==> config.mk <==
export PLATFORM = sky130hd
export DESIGN_NAME = spi_pad_mux
export DESIGN_NICKNAME = d
export VERILOG_FILES = /design/src/rtl/spi_pad_pkg.sv /design/src/rtl/spi_pad_ctrl.sv /design/src/rtl/spi_pad_datapath.sv /design/src/rtl/spi_pad_mux.sv
export SDC_FILE = /design/constraint.sdc
export NUM_CORES = 1
export LEC_CHECK = 0
export BUFFER_PORTS_ARGS = -buffer_cell sky130_fd_sc_hd__buf_4
export CAP_MARGIN = 30
export CORE_AREA = 5 5 42 44
export CTS_CLUSTER_SIZE = 20
export DETAILED_ROUTE_END_ITERATION = 6
export DIE_AREA = 0 0 47 49
export GPL_ROUTABILITY_DRIVEN = 0
export PLACE_DENSITY = 0.69
export SETUP_SLACK_MARGIN = 0.02
export SLEW_MARGIN = 20
export SYNTH_ARGS = -nofsm -noshare
export SYNTH_HDL_FRONTEND = slang
export SYNTH_SLANG_ARGS = --single-unit
==> constraint.sdc <==
create_clock -name clk -period 2.4 [get_ports clk]
set_clock_uncertainty 0.05 [all_clocks]
set_input_delay 0.48 -clock clk [delete_from_list [all_inputs] [get_ports clk]]
set_output_delay 0.48 -clock clk [all_outputs]
set_load 0.005 [all_outputs]
==> src/rtl/spi_pad_pkg.sv <==
package spi_pad_pkg;
  localparam int PAD_COUNT = 4;
  localparam int PAD_SCK   = 0;
  localparam int PAD_MOSI  = 1;
  localparam int PAD_MISO  = 2;
  localparam int PAD_SS    = 3;

  typedef enum logic [1:0] {
    MODE_OFF       = 2'd0,
    MODE_SLAVE     = 2'd1,
    MODE_MASTER    = 2'd2,
    MODE_MASTER_FD = 2'd3
  } spiMode_e;

  typedef struct packed {
    spiMode_e mode;
    logic     busRelease;
  } padCtl_t;
endpackage

==> src/rtl/spi_pad_ctrl.sv <==
module spi_pad_ctrl
  import spi_pad_pkg::*;
#(
  parameter int SYNC_STAGES = 2
) (
  input  logic    clk,
  input  logic    rstN,
  input  logic    cfgWrEn,
  input  logic    cfgEnable,
  input  logic    cfgMaster,
  input  logic    cfgFaultEn,
  input  logic    faultClr,
  input  logic    engBusy,
  input  logic    ssPad,
  output padCtl_t ctl,
  output logic    masterBit,
  output logic    faultFlag
);
  localparam int LAST = SYNC_STAGES - 1;

  logic enReg, msReg, feReg;
  logic [SYNC_STAGES-1:0] ssChain;
  logic ssSync;
  logic setFault;
  spiMode_e modeNow;

  generate
    if (SYNC_STAGES == 1) begin : g_sync1
      always_ff @(posedge clk or negedge rstN) begin
        if (!rstN) ssChain <= '1;
        else       ssChain <= ssPad;
      end
    end else begin : g_syncN
      always_ff @(posedge clk or negedge rstN) begin
        if (!rstN) ssChain <= '1;
        else       ssChain <= {ssChain[SYNC_STAGES-2:0], ssPad};
      end
    end
  endgenerate

  assign ssSync = ssChain[LAST];

  always_comb begin
    if (!enReg)      modeNow = MODE_OFF;
    else if (!msReg) modeNow = MODE_SLAVE;
    else if (feReg)  modeNow = MODE_MASTER_FD;
    else             modeNow = MODE_MASTER;
  end

  assign setFault = ((modeNow == MODE_MASTER_FD) && !ssSync) ||
                    ((modeNow == MODE_SLAVE) && feReg && engBusy && ssSync);

  always_ff @(posedge clk or negedge rstN) begin
    if (!rstN) begin
      enReg     <= 1'b0;
      msReg     <= 1'b0;
      feReg     <= 1'b0;
      faultFlag <= 1'b0;
    end else begin
      if (cfgWrEn) begin
        enReg <= cfgEnable;
        feReg <= cfgFaultEn;
        msReg <= cfgMaster && !faultFlag;
      end
      if (setFault) msReg <= 1'b0;
      faultFlag <= setFault || (faultFlag && !faultClr);
    end
  end

  assign masterBit      = msReg;
  assign ctl.mode       = modeNow;
  assign ctl.busRelease = faultFlag;

  AST_FLAG_BLOCKS_MASTER: assert property (@(posedge clk) disable iff (!rstN)
    faultFlag |-> !masterBit);
  AST_FLAG_STICKY: assert property (@(posedge clk) disable iff (!rstN)
    (faultFlag && !faultClr) |=> faultFlag);
  AST_NO_FAULT_WITHOUT_FE: assert property (@(posedge clk) disable iff (!rstN)
    (!faultFlag && !feReg) |=> !faultFlag);
  AST_FAULT_DROPS_MASTER: assert property (@(posedge clk) disable iff (!rstN)
    $rose(faultFlag) |-> (ctl.mode != MODE_MASTER_FD));
endmodule

==> src/rtl/spi_pad_datapath.sv <==
module spi_pad_datapath
  import spi_pad_pkg::*;
(
  input  logic                 clk,
  input  logic                 rstN,
  input  padCtl_t              ctl,
  input  logic                 engSckOut,
  input  logic                 engMosiOut,
  input  logic                 engMisoOut,
  input  logic [PAD_COUNT-1:0] portDir,
  input  logic [PAD_COUNT-1:0] portOut,
  input  logic [PAD_COUNT-1:0] padIn,
  output logic [PAD_COUNT-1:0] padOe,
  output logic [PAD_COUNT-1:0] padOut,
  output logic [PAD_COUNT-1:0] pinLevel,
  output logic                 engSckIn,
  output logic                 engRxBit,
  output logic                 engSlaveSel
);
  logic [PAD_COUNT-1:0] spiOwn, spiOe, spiVal;

  always_comb begin
    spiOwn = '0;
    spiOe  = '0;
    spiVal = '0;
    unique case (ctl.mode)
      MODE_OFF: ;
      MODE_SLAVE: begin
        spiOwn           = '1;
        spiOe[PAD_MISO]  = !padIn[PAD_SS];
        spiVal[PAD_MISO] = engMisoOut;
      end
      MODE_MASTER, MODE_MASTER_FD: begin
        spiOwn[PAD_SCK]  = 1'b1;
        spiOwn[PAD_MOSI] = 1'b1;
        spiOwn[PAD_MISO] = 1'b1;
        spiOwn[PAD_SS]   = (ctl.mode == MODE_MASTER_FD);
        spiOe[PAD_SCK]   = 1'b1;
        spiOe[PAD_MOSI]  = 1'b1;
        spiVal[PAD_SCK]  = engSckOut;
        spiVal[PAD_MOSI] = engMosiOut;
      end
      default: ;
    endcase
    if (ctl.busRelease) begin
      spiOe[PAD_SCK]  = 1'b0;
      spiOe[PAD_MOSI] = 1'b0;
    end
  end

  generate
    for (genvar i = 0; i < PAD_COUNT; i++) begin : g_pad
      assign padOe[i]  = spiOwn[i] ? spiOe[i]  : portDir[i];
      assign padOut[i] = spiOwn[i] ? spiVal[i] : portOut[i];
    end
  endgenerate

  assign pinLevel    = padIn;
  assign engSckIn    = padIn[PAD_SCK];
  assign engRxBit    = ctl.mode[1] ? padIn[PAD_MISO] : padIn[PAD_MOSI];
  assign engSlaveSel = (ctl.mode == MODE_SLAVE) ? padIn[PAD_SS] : 1'b1;

  AST_OFF_FOLLOWS_PORT: assert property (@(posedge clk) disable iff (!rstN)
    (ctl.mode == MODE_OFF) |-> (padOe == portDir && padOut == portOut));
  AST_SLAVE_INPUTS: assert property (@(posedge clk) disable iff (!rstN)
    (ctl.mode == MODE_SLAVE) |-> (!padOe[PAD_SCK] && !padOe[PAD_MOSI] && !padOe[PAD_SS]));
  AST_SLAVE_MISO_HIZ: assert property (@(posedge clk) disable iff (!rstN)
    (ctl.mode == MODE_SLAVE && padIn[PAD_SS]) |-> !padOe[PAD_MISO]);
  AST_FD_SS_INPUT: assert property (@(posedge clk) disable iff (!rstN)
    (ctl.mode == MODE_MASTER_FD) |-> !padOe[PAD_SS]);
  AST_RELEASE_BUS: assert property (@(posedge clk) disable iff (!rstN)
    ctl.busRelease |-> (!padOe[PAD_SCK] && !padOe[PAD_MOSI]));
endmodule

==> src/rtl/spi_pad_mux.sv <==
module spi_pad_mux
  import spi_pad_pkg::*;
#(
  parameter int SYNC_STAGES = 2
) (
  input  logic       clk,
  input  logic       rstN,
  input  logic       cfgWrEn,
  input  logic       cfgEnable,
  input  logic       cfgMaster,
  input  logic       cfgFaultEn,
  input  logic       faultClr,
  input  logic       engBusy,
  input  logic       engSckOut,
  input  logic       engMosiOut,
  input  logic       engMisoOut,
  input  logic [3:0] portDir,
  input  logic [3:0] portOut,
  input  logic [3:0] padIn,
  output logic [3:0] padOe,
  output logic [3:0] padOut,
  output logic [3:0] pinLevel,
  output logic       engSckIn,
  output logic       engRxBit,
  output logic       engSlaveSel,
  output logic [1:0] modeOut,
  output logic       masterBit,
  output logic       faultFlag
);
  padCtl_t ctl;

  spi_pad_ctrl #(.SYNC_STAGES(SYNC_STAGES)) ctrl_i (
    .clk        (clk),
    .rstN       (rstN),
    .cfgWrEn    (cfgWrEn),
    .cfgEnable  (cfgEnable),
    .cfgMaster  (cfgMaster),
    .cfgFaultEn (cfgFaultEn),
    .faultClr   (faultClr),
    .engBusy    (engBusy),
    .ssPad      (padIn[PAD_SS]),
    .ctl        (ctl),
    .masterBit  (masterBit),
    .faultFlag  (faultFlag)
  );

  spi_pad_datapath dp_i (
    .clk         (clk),
    .rstN        (rstN),
    .ctl         (ctl),
    .engSckOut   (engSckOut),
    .engMosiOut  (engMosiOut),
    .engMisoOut  (engMisoOut),
    .portDir     (portDir),
    .portOut     (portOut),
    .padIn       (padIn),
    .padOe       (padOe),
    .padOut      (padOut),
    .pinLevel    (pinLevel),
    .engSckIn    (engSckIn),
    .engRxBit    (engRxBit),
    .engSlaveSel (engSlaveSel)
  );

  assign modeOut = ctl.mode;
endmodule

# Yosys cells after proc, flatten, opt, wreduce, memory -nomap -nowiden
# Index checks and enable logic that the tools add are counted.
# Widths: inputs -> output; s select.
totals:
  register_bits: 6
  elab_cells: 43
  input_bits: 23
  out_inout_bits: 19
classes:
  mux: 21
  n_reduce_logical: 14
  n_eq_ne: 3
ops:
  columns: ["op", "n"]
  rows:
  - ["$mux 1", 15]
  - ["$mux 2", 5]
  - ["$pmux 4 s2", 1]
  - ["$logic_and 1x1->1", 6]
  - ["$eq 2x2->1 const B", 2]
  - ["$logic_not 1->1", 4]
  - ["$eq 2x1->1 const B", 1]
  - ["$logic_or 1x1->1", 2]
  - ["$reduce_bool 2->1", 1]
  - ["$reduce_or 2->1", 1]

# Longest topological paths before layout
# Gate-level depths: netlist (run 1).
depth:
  depth_word: 9
  mapped_depth: 3
  mapped_depth_nobuf: 3

# By module
# Synthesis (run 1) repeated with hierarchy kept, for this count alone.
hier_totals:
  cells_unflattened: 41
  hier_area_um2: 397.9
modules_own_cells:
  columns: ["mod", "seq_area_each_um2", "cells_per_inst", "n_inst", "area_each_um2"]
  rows:
  - ["spi_pad_ctrl", 152.6, 20, 1, 249.0]
  - ["spi_pad_datapath", 0.0, 21, 1, 148.9]

# Worst setup path before layout (run 1)
# No wires, ideal clock.
synth_timing:
  path_kind: "register -> output"
  startpoint: "register ctrl_i.msReg, in the netlist ctrl_i.masterBit"
  endpoint: "output padOe[3]"
  slack_ps: 1023
  path_stages_with_launch: 4
  arrival_ps: 847
  required_time_ps: 1870
  n_path_buf: 0
  path_cell_list: "dfrtp_1 -> inv_1 -> o21ai_0 -> and2_2"
synth_between:
  elab_chain_cells: 6
  word_cells_on_any_way: 8
  classes_between: "eq/ne: 3; mux: 4; reduce/logical: 1"
synth_rtl:
  columns: ["element", "line_no", "source"]
  rows:
  - ["start: declaration", "spi_pad_ctrl.sv:21", "logic enReg, msReg, feReg;"]
  - ["start signal: assignment", "spi_pad_ctrl.sv:63", "msReg <= cfgMaster && !faultFlag;"]
  - ["$mux 2 *", "spi_pad_ctrl.sv:45", "else if (!msReg) modeNow = MODE_SLAVE;"]
  - ["$mux 2 *", "spi_pad_ctrl.sv:44", "if (!enReg) modeNow = MODE_OFF;"]
  - ["$eq 2x2->1 (on tied branches)", "spi_pad_datapath.sv:26, spi_pad_datapath.sv:37", null]
  - ["$reduce_or 2->1", "spi_pad_datapath.sv:26", "unique case (ctl.mode)"]
  - ["$pmux 4 s2 *", "spi_pad_datapath.sv:26", null]
  - ["$mux 1 *", "spi_pad_datapath.sv:53", "assign padOe[i] = spiOwn[i] ? spiOe[i] : portDir[i];"]
  - ["end: declaration", "spi_pad_mux.sv:20", "output logic [3:0] padOe,"]
# Every way passes the cells marked *; elsewhere a longest branch is shown, timed or not.

# Worst setup path in the final report (run 1)
# Same ends and word-level chain as after synthesis.

==> metrics.yaml, run 1 <==
fillers: 144
synth_area_um2: 382
grt_setup_unrepaired: "false"
dr.first_iter.drc_count: 0
finalMaxSlewViolations: 0
ant_nets: 0
grt_pass1_vias: 407
tns_ps: 0
ys_ff_latch: 6
yosys.area.top_type: "dfrtp_1"
maxCapViolCount: 0
ys_warn_count: 0
gr-total-overflow: 0
cts_resized: 0
cts_made_buffers: 3
setup-violations-final: 0
syn-num-nets: 62
pre_cts_ws_ps: 753
status: "finished, final reports clean"
setup_ws_ps: 529
initial_core_util_pct: 27.2
io_buffer_count: 38
num_rows: 14
clk_latency_ps: 240
critPathArrivalTime_ps: 1340
fmax_mhz: 534
drive_above_1_share_pct: 63.6
grt_max_degree: 8
total_power_w: 0.000336
wire_per_inst_um: 11.9
diodes: 0
area_delta_synth_final_pct: 79.7
drcViolationCount: 0
hp-class: "flip-flop to flip-flop"
die_height_um: 49
netlist_instances: 39
max-slew-margin-rel_pct: 79.5
antenna_found_initial: 0
coreArea_mm2: 0.00140
ys_top_cells_by_area: "dfrtp_1 26%, dfstp_2 14%, buf_4 9.8%"
drt_wl_total_um: 1110
synth_cell_types: 19
final_nets: 101
finalHoldViolCount: 0
vdd_drop_max_v: 0.000230
root_buffer: "clkbuf_4"
start_kind: "flip-flop"
worstSetupEndpointType: "primary output"
clk_pin_slew_ps: 50
synth_seq_area_share_pct: 40.0
worstSetupPathType: "flip-flop to primary output"
synth_top_area_share_pct: 26.2
p_leak_nw: 0.369
cp_max_fo: 5
clock_sinks: 6
post_cts_buffers: 0
grt_pass1_wl_um: 1680
dieArea_mm2: 0.00230
vias_per_cell: 4.65
postCtsHoldBufs: 1
htree_levels: 1
vias: 432
worst_pin_slew_ps: 304
die-width_um: 47
gr-usage-all-layers_pct: 10.0
cts.path.max_buffers: 2
syn_avg_cell_area_um2: 9.79
period_share_pct: 78.0
cts_tree: "built"
post-route-min-period_ps: 1870
cp.required_ps: 1870
power.density_mw_per_mm2: 490
io_pins: 42
first_pass_iters: 1
## cell usage after synthesis
library cell,count
nand2_2,1
inv_1,6
o21ai_1,1
mux2_4,1
a22o_1,3
a31oi_1,1
o21ai_0,3
o2bb2ai_1,2
nand3b_1,2
buf_4,5
and2_2,2
o21a_1,1
a32o_1,1
mux2_2,1
nand2b_1,1
dfrtp_1,4
nand2_1,1
dfstp_2,2
and2b_2,1
## cell usage in the layout, fill, tap and decap left out, types with 2 or more instances in the layout
cell	netlist	routed
o2bb2ai_1	2	2
inv_1	6	6
dfrtp_1	4	4
dfstp_2	2	2
buf_4	5	38
clkbuf_4	0	3
nand3b_1	2	2
o21ai_0	3	3
and2_2	2	2
a22o_1	3	3
## worst paths after layout
check	to	cells after the start	start	slack, ps
setup / recovery	padOe[3]	4	ctrl_i.masterBit$_DFFE_PN0P_	530
hold / removal	ctrl_i.ssChain[1]$_DFF_PN1_	0	ctrl_i.ssChain[0]$_DFF_PN1_	300
setup reg to reg	ctrl_i.faultFlag$_DFF_PN0_	3	ctrl_i.masterBit$_DFFE_PN0P_	1340
hold reg to reg	ctrl_i.ssChain[1]$_DFF_PN1_	0	ctrl_i.ssChain[0]$_DFF_PN1_	300
max in group asynchronous	ctrl_i.ssChain[0]$_DFF_PN1_	2	rstN	1570
min in group asynchronous	ctrl_i.masterBit$_DFFE_PN0P_	2	rstN	530
## per-layer routing
metal | vias to the layer above | global-route usage (%) | part of all wire [%]
met5 | - | 0 | 0
met4 | 0 | 6.91 | 0
met3 | 0 | 4.06 | 24
met2 | 30 | 15.4 | 42
met1 | 194 | 10.6 | 34
li1 | 208 | - | -
## logic make-up after synthesis
kind of cell           count (synthesis)  synth area share [%]
AO/OA/AOI/OAI                         12                  23.0
buffers and inverters                 11                  15.7
AND/OR/NAND/NOR                        8                  14.4
flip-flops                             6                  40.0
multiplexers                           2                  6.88
## area by class of cell
class	instances	area, um^2	area share (%)
Clock buffer	4	26.3	3.83
Inverter	6	22.5	3.28
Multi-Input combinational cell	22	169	24.6
Sequential cell	6	153	22.3
Tap cell	16	20.0	2.92
Timing Repair Buffer	39	295	43.1
## report_power, final
part / internal, W / switching, W / total (W)
Sequential: 0.000112 / 0.0000103 / 0.000122
Clock: 0.0000628 / 0.0000340 / 0.0000968
Combinational: 0.0000770 / 0.0000401 / 0.000117
## through the flow
| step | util, % | hold slack (ps) | instances | area, um^2 |
|---|---|---|---|---|
| floorplan | - | 134 | 39 | 382 |
| global placement | 46.3 | 237 | 88 | 649 |
| detailed placement | 46.3 | 239 | 88 | 649 |
| CTS | 48.9 | 304 | 93 | 686 |
| global route | 48.9 | 302 | 93 | 686 |
| finish | 48.9 | 303 | 93 | 686 |
## worst max-delay path, stage by stage, from the launching register on
cell     delay [ps]
dfrtp_1         420
inv_1           100
o21ai_0         290
and2_2          190
buf_4           100
## state kept, by name, summed over array words and instances, names as in the netlist
name and count:
ctrl_i.ssChain 2, ctrl_i.enReg 1, ctrl_i.faultFlag 1, ctrl_i.feReg 1, ctrl_i.masterBit 1
Note: power is estimated with default switching activity, not from simulation.
==> inputs of run 2 (changes only) <==
- ABC_AREA: unset -> 1
- PLACE_DENSITY: 0.69 -> 0.7
- clock period: 2.4 -> 1.9 ns (I/O delays scaled with it)
==> run 2 against run 1 <==
Critical path depth unchanged. Synthesized cell count up 36%. Worst setup slack worse by 230 ps. Sequential share of layout area down 0.20 points. Combinational power up 33%. Largest cell class unchanged. Routed wire length up 2.6%. Non-clock buffer count unchanged. Cell count up 15%.
==> metrics.yaml, run 2 <==
dieArea_mm2: 0.00230
largest_register_ffs: 2
drive_above_1_share_pct: 54.9
max_stage_delay_ps: 430
cts_made_buffers: 3
htree_levels: 1
cp_max_fo: 5
worst_pin_slew_ps: 190
drt_wl_total_um: 1140
vdd_drop_max_v: 0.000362
clock_sinks: 6
io_buffer_count: 38
synth_cell_types: 15
synth_top_area_share_pct: 25.8
clk_pin_slew_ps: 40
cts_tree: "built"
tns_ps: 0
fillers: 153
synth-edff-count: 0
wire_per_inst_um: 10.6
cts.path.max_buffers: 2
diodes: 0
crit_start: "ctrl_i.enReg$_DFFE_PN0P_"
synth_seq_area_share_pct: 39.4
critPathArrivalTime_ps: 1170
finalMaxSlewViolations: 0
fin_hold_ws_ps: 217
ys_async_sr_fraction_pct: 100
crit_path_top_delay_cell: "dfrtp_1"
cp.required_ps: 1470
finalHoldViolCount: 0
netlist_instances: 53
vias: 466
gr-usage-all-layers_pct: 9.26
maxCapViolCount: 0
vias_per_cell: 4.36
worstSetupEndpointType: "primary output"
final_nets: 115
post-route-min-period_ps: 1600
min_path_cells: 1
pre_cts_ws_ps: 552
die_height_um: 49
fin_area_um2: 692
worstSetupPathType: "flip-flop to primary output"
io_pins: 42
first_pass_iters: 3
ys_ff_latch: 6
syn-num-nets: 76
clk_latency_ps: 240
dr.first_iter.drc_count: 6
status: "finished, final reports clean"
setup-violations-final: 0
fmax_mhz: 625
dp_hpwl_um: 1000
grt_setup_unrepaired: "false"
start_kind: "flip-flop"
r2r_start: "ctrl_i.masterBit$_DFFE_PN0P_"
gr-total-overflow: 0
p_leak_nw: 0.397
setup_ws_ps: 300
period_share_pct: 84.2
ant_nets: 0
multi_input_area_um2: 168
rrSetupSlack_ps: 890
final_common_cell: "buf_4"
synth_area_um2: 388
initial_core_util_pct: 27.7
hp-class: "input pin to flip-flop"
r2r_cells: 3
ys_warn_count: 0
drcViolationCount: 0
area_delta_synth_final_pct: 78.4
post-place-cells: 102
register_area_um2: 153
grt_max_degree: 9
num_rows: 14
grt_pass1_wl_um: 1610
antenna_found_initial: 0
synth_most_common_cell: "nand2_1"
hp-start: "padIn[3]"
most-common-layout-cells: "38 x buf_4, 17 x nand2_1, 6 x inv_1, 4 x o21ai_0, 4 x dfrtp_1"
die-width_um: 47
path_cells: "nand2_2, inv_2, a22o_1, buf_4"
yosys.area.top_type: "dfrtp_1"
power.density_mw_per_mm2: 626
grt_pass1_vias: 437
synth_common_cells: "17 x nand2_1, 6 x inv_1, 5 x buf_4, 4 x dfrtp_1, 4 x o21ai_0"
dpl-instance-area_um2: 656
syn_avg_cell_area_um2: 7.32
finalNonFillerCells: 107
ys_top_cells_by_area: "dfrtp_1 26%, nand2_1 16%, dfstp_2 14%"
root_buffer: "clkbuf_4"
ys.flop_type: "dfrtp_1"
max-slew-margin-rel_pct: 87.3
coreArea_mm2: 0.00140
top_register: "ctrl_i.ssChain"
[run 2: layout make-up]
class / instances / area share, %
Clock buffer: 4 / 3.80
Inverter: 8 / 4.34
Multi-Input combinational cell: 34 / 24.2
Sequential cell: 6 / 22.1
Tap cell: 16 / 2.89
Timing Repair Buffer: 39 / 42.7
[run 2: path summary, 6_finish.rpt]
kind                                           endpoint
max in group asynchronous   ctrl_i.ssChain[0]$_DFF_PN1_
setup / recovery                              padOut[0]
min in group asynchronous  ctrl_i.masterBit$_DFFE_PN0P_
hold reg to reg             ctrl_i.ssChain[1]$_DFF_PN1_
hold / removal              ctrl_i.ssChain[0]$_DFF_PN1_
setup reg to reg           ctrl_i.masterBit$_DFFE_PN0P_
[run 2: cell families (layout without fill, tap and decap cells)]
| family | Yosys count | after routing | share of synthesized area, % |
|---|---|---|---|
| AND/OR/NAND/NOR | 25 | 25 | 27.7 |
| buffers and inverters | 13 | 51 | 17.4 |
| AO/OA/AOI/OAI | 9 | 9 | 15.5 |
| flip-flops | 6 | 6 | 39.4 |
[run 2: repair_timing]
action                                  4_1_cts  5_1_grt
endpoints found under the hold margin         4        0
resized for setup                             0        0
endpoints found under the setup margin        0        0
buffers inserted                              0        0
hold buffers                                  1        0
[run 2: per-stage QoR]
stage,total power [W],util [%]
detailed placement,0.000313,46.8
CTS,0.000443,49.4
floorplan,0.000216,-
finish,0.000433,49.4
global placement,0.000310,46.8
global route,0.000463,49.4
[run 2: per-layer routing]
| metal | wire (um) | share of wire (%) | up-vias | GRT usage [%] |
|---|---|---|---|---|
| li1 | - | - | 237 | - |
| met1 | 418 | 37 | 201 | 8.91 |
| met2 | 536 | 47 | 28 | 16.5 |
| met3 | 181 | 16 | 0 | 3.32 |
| met4 | 0 | 0 | 0 | 4.15 |
| met5 | 0 | 0 | - | 0 |
[run 2: critical path, delay by kind of cell, from the launching register on]
family / cells / cell delay [ps]
buf+inv: 2 / 190
simple gates: 1 / 140
compound gates: 1 / 180
flops: 1 / 430
[run 2: report_power, final]
| part | switching, W | leakage, nW | internal [W] |
|---|---|---|---|
| Combinational | 0.0000629 | 0.311 | 0.0000926 |
| Sequential | 0.0000118 | 0.0703 | 0.000142 |
| Clock | 0.0000450 | 0.0150 | 0.0000795 |
| Total | 0.000120 | 0.397 | 0.000314 |
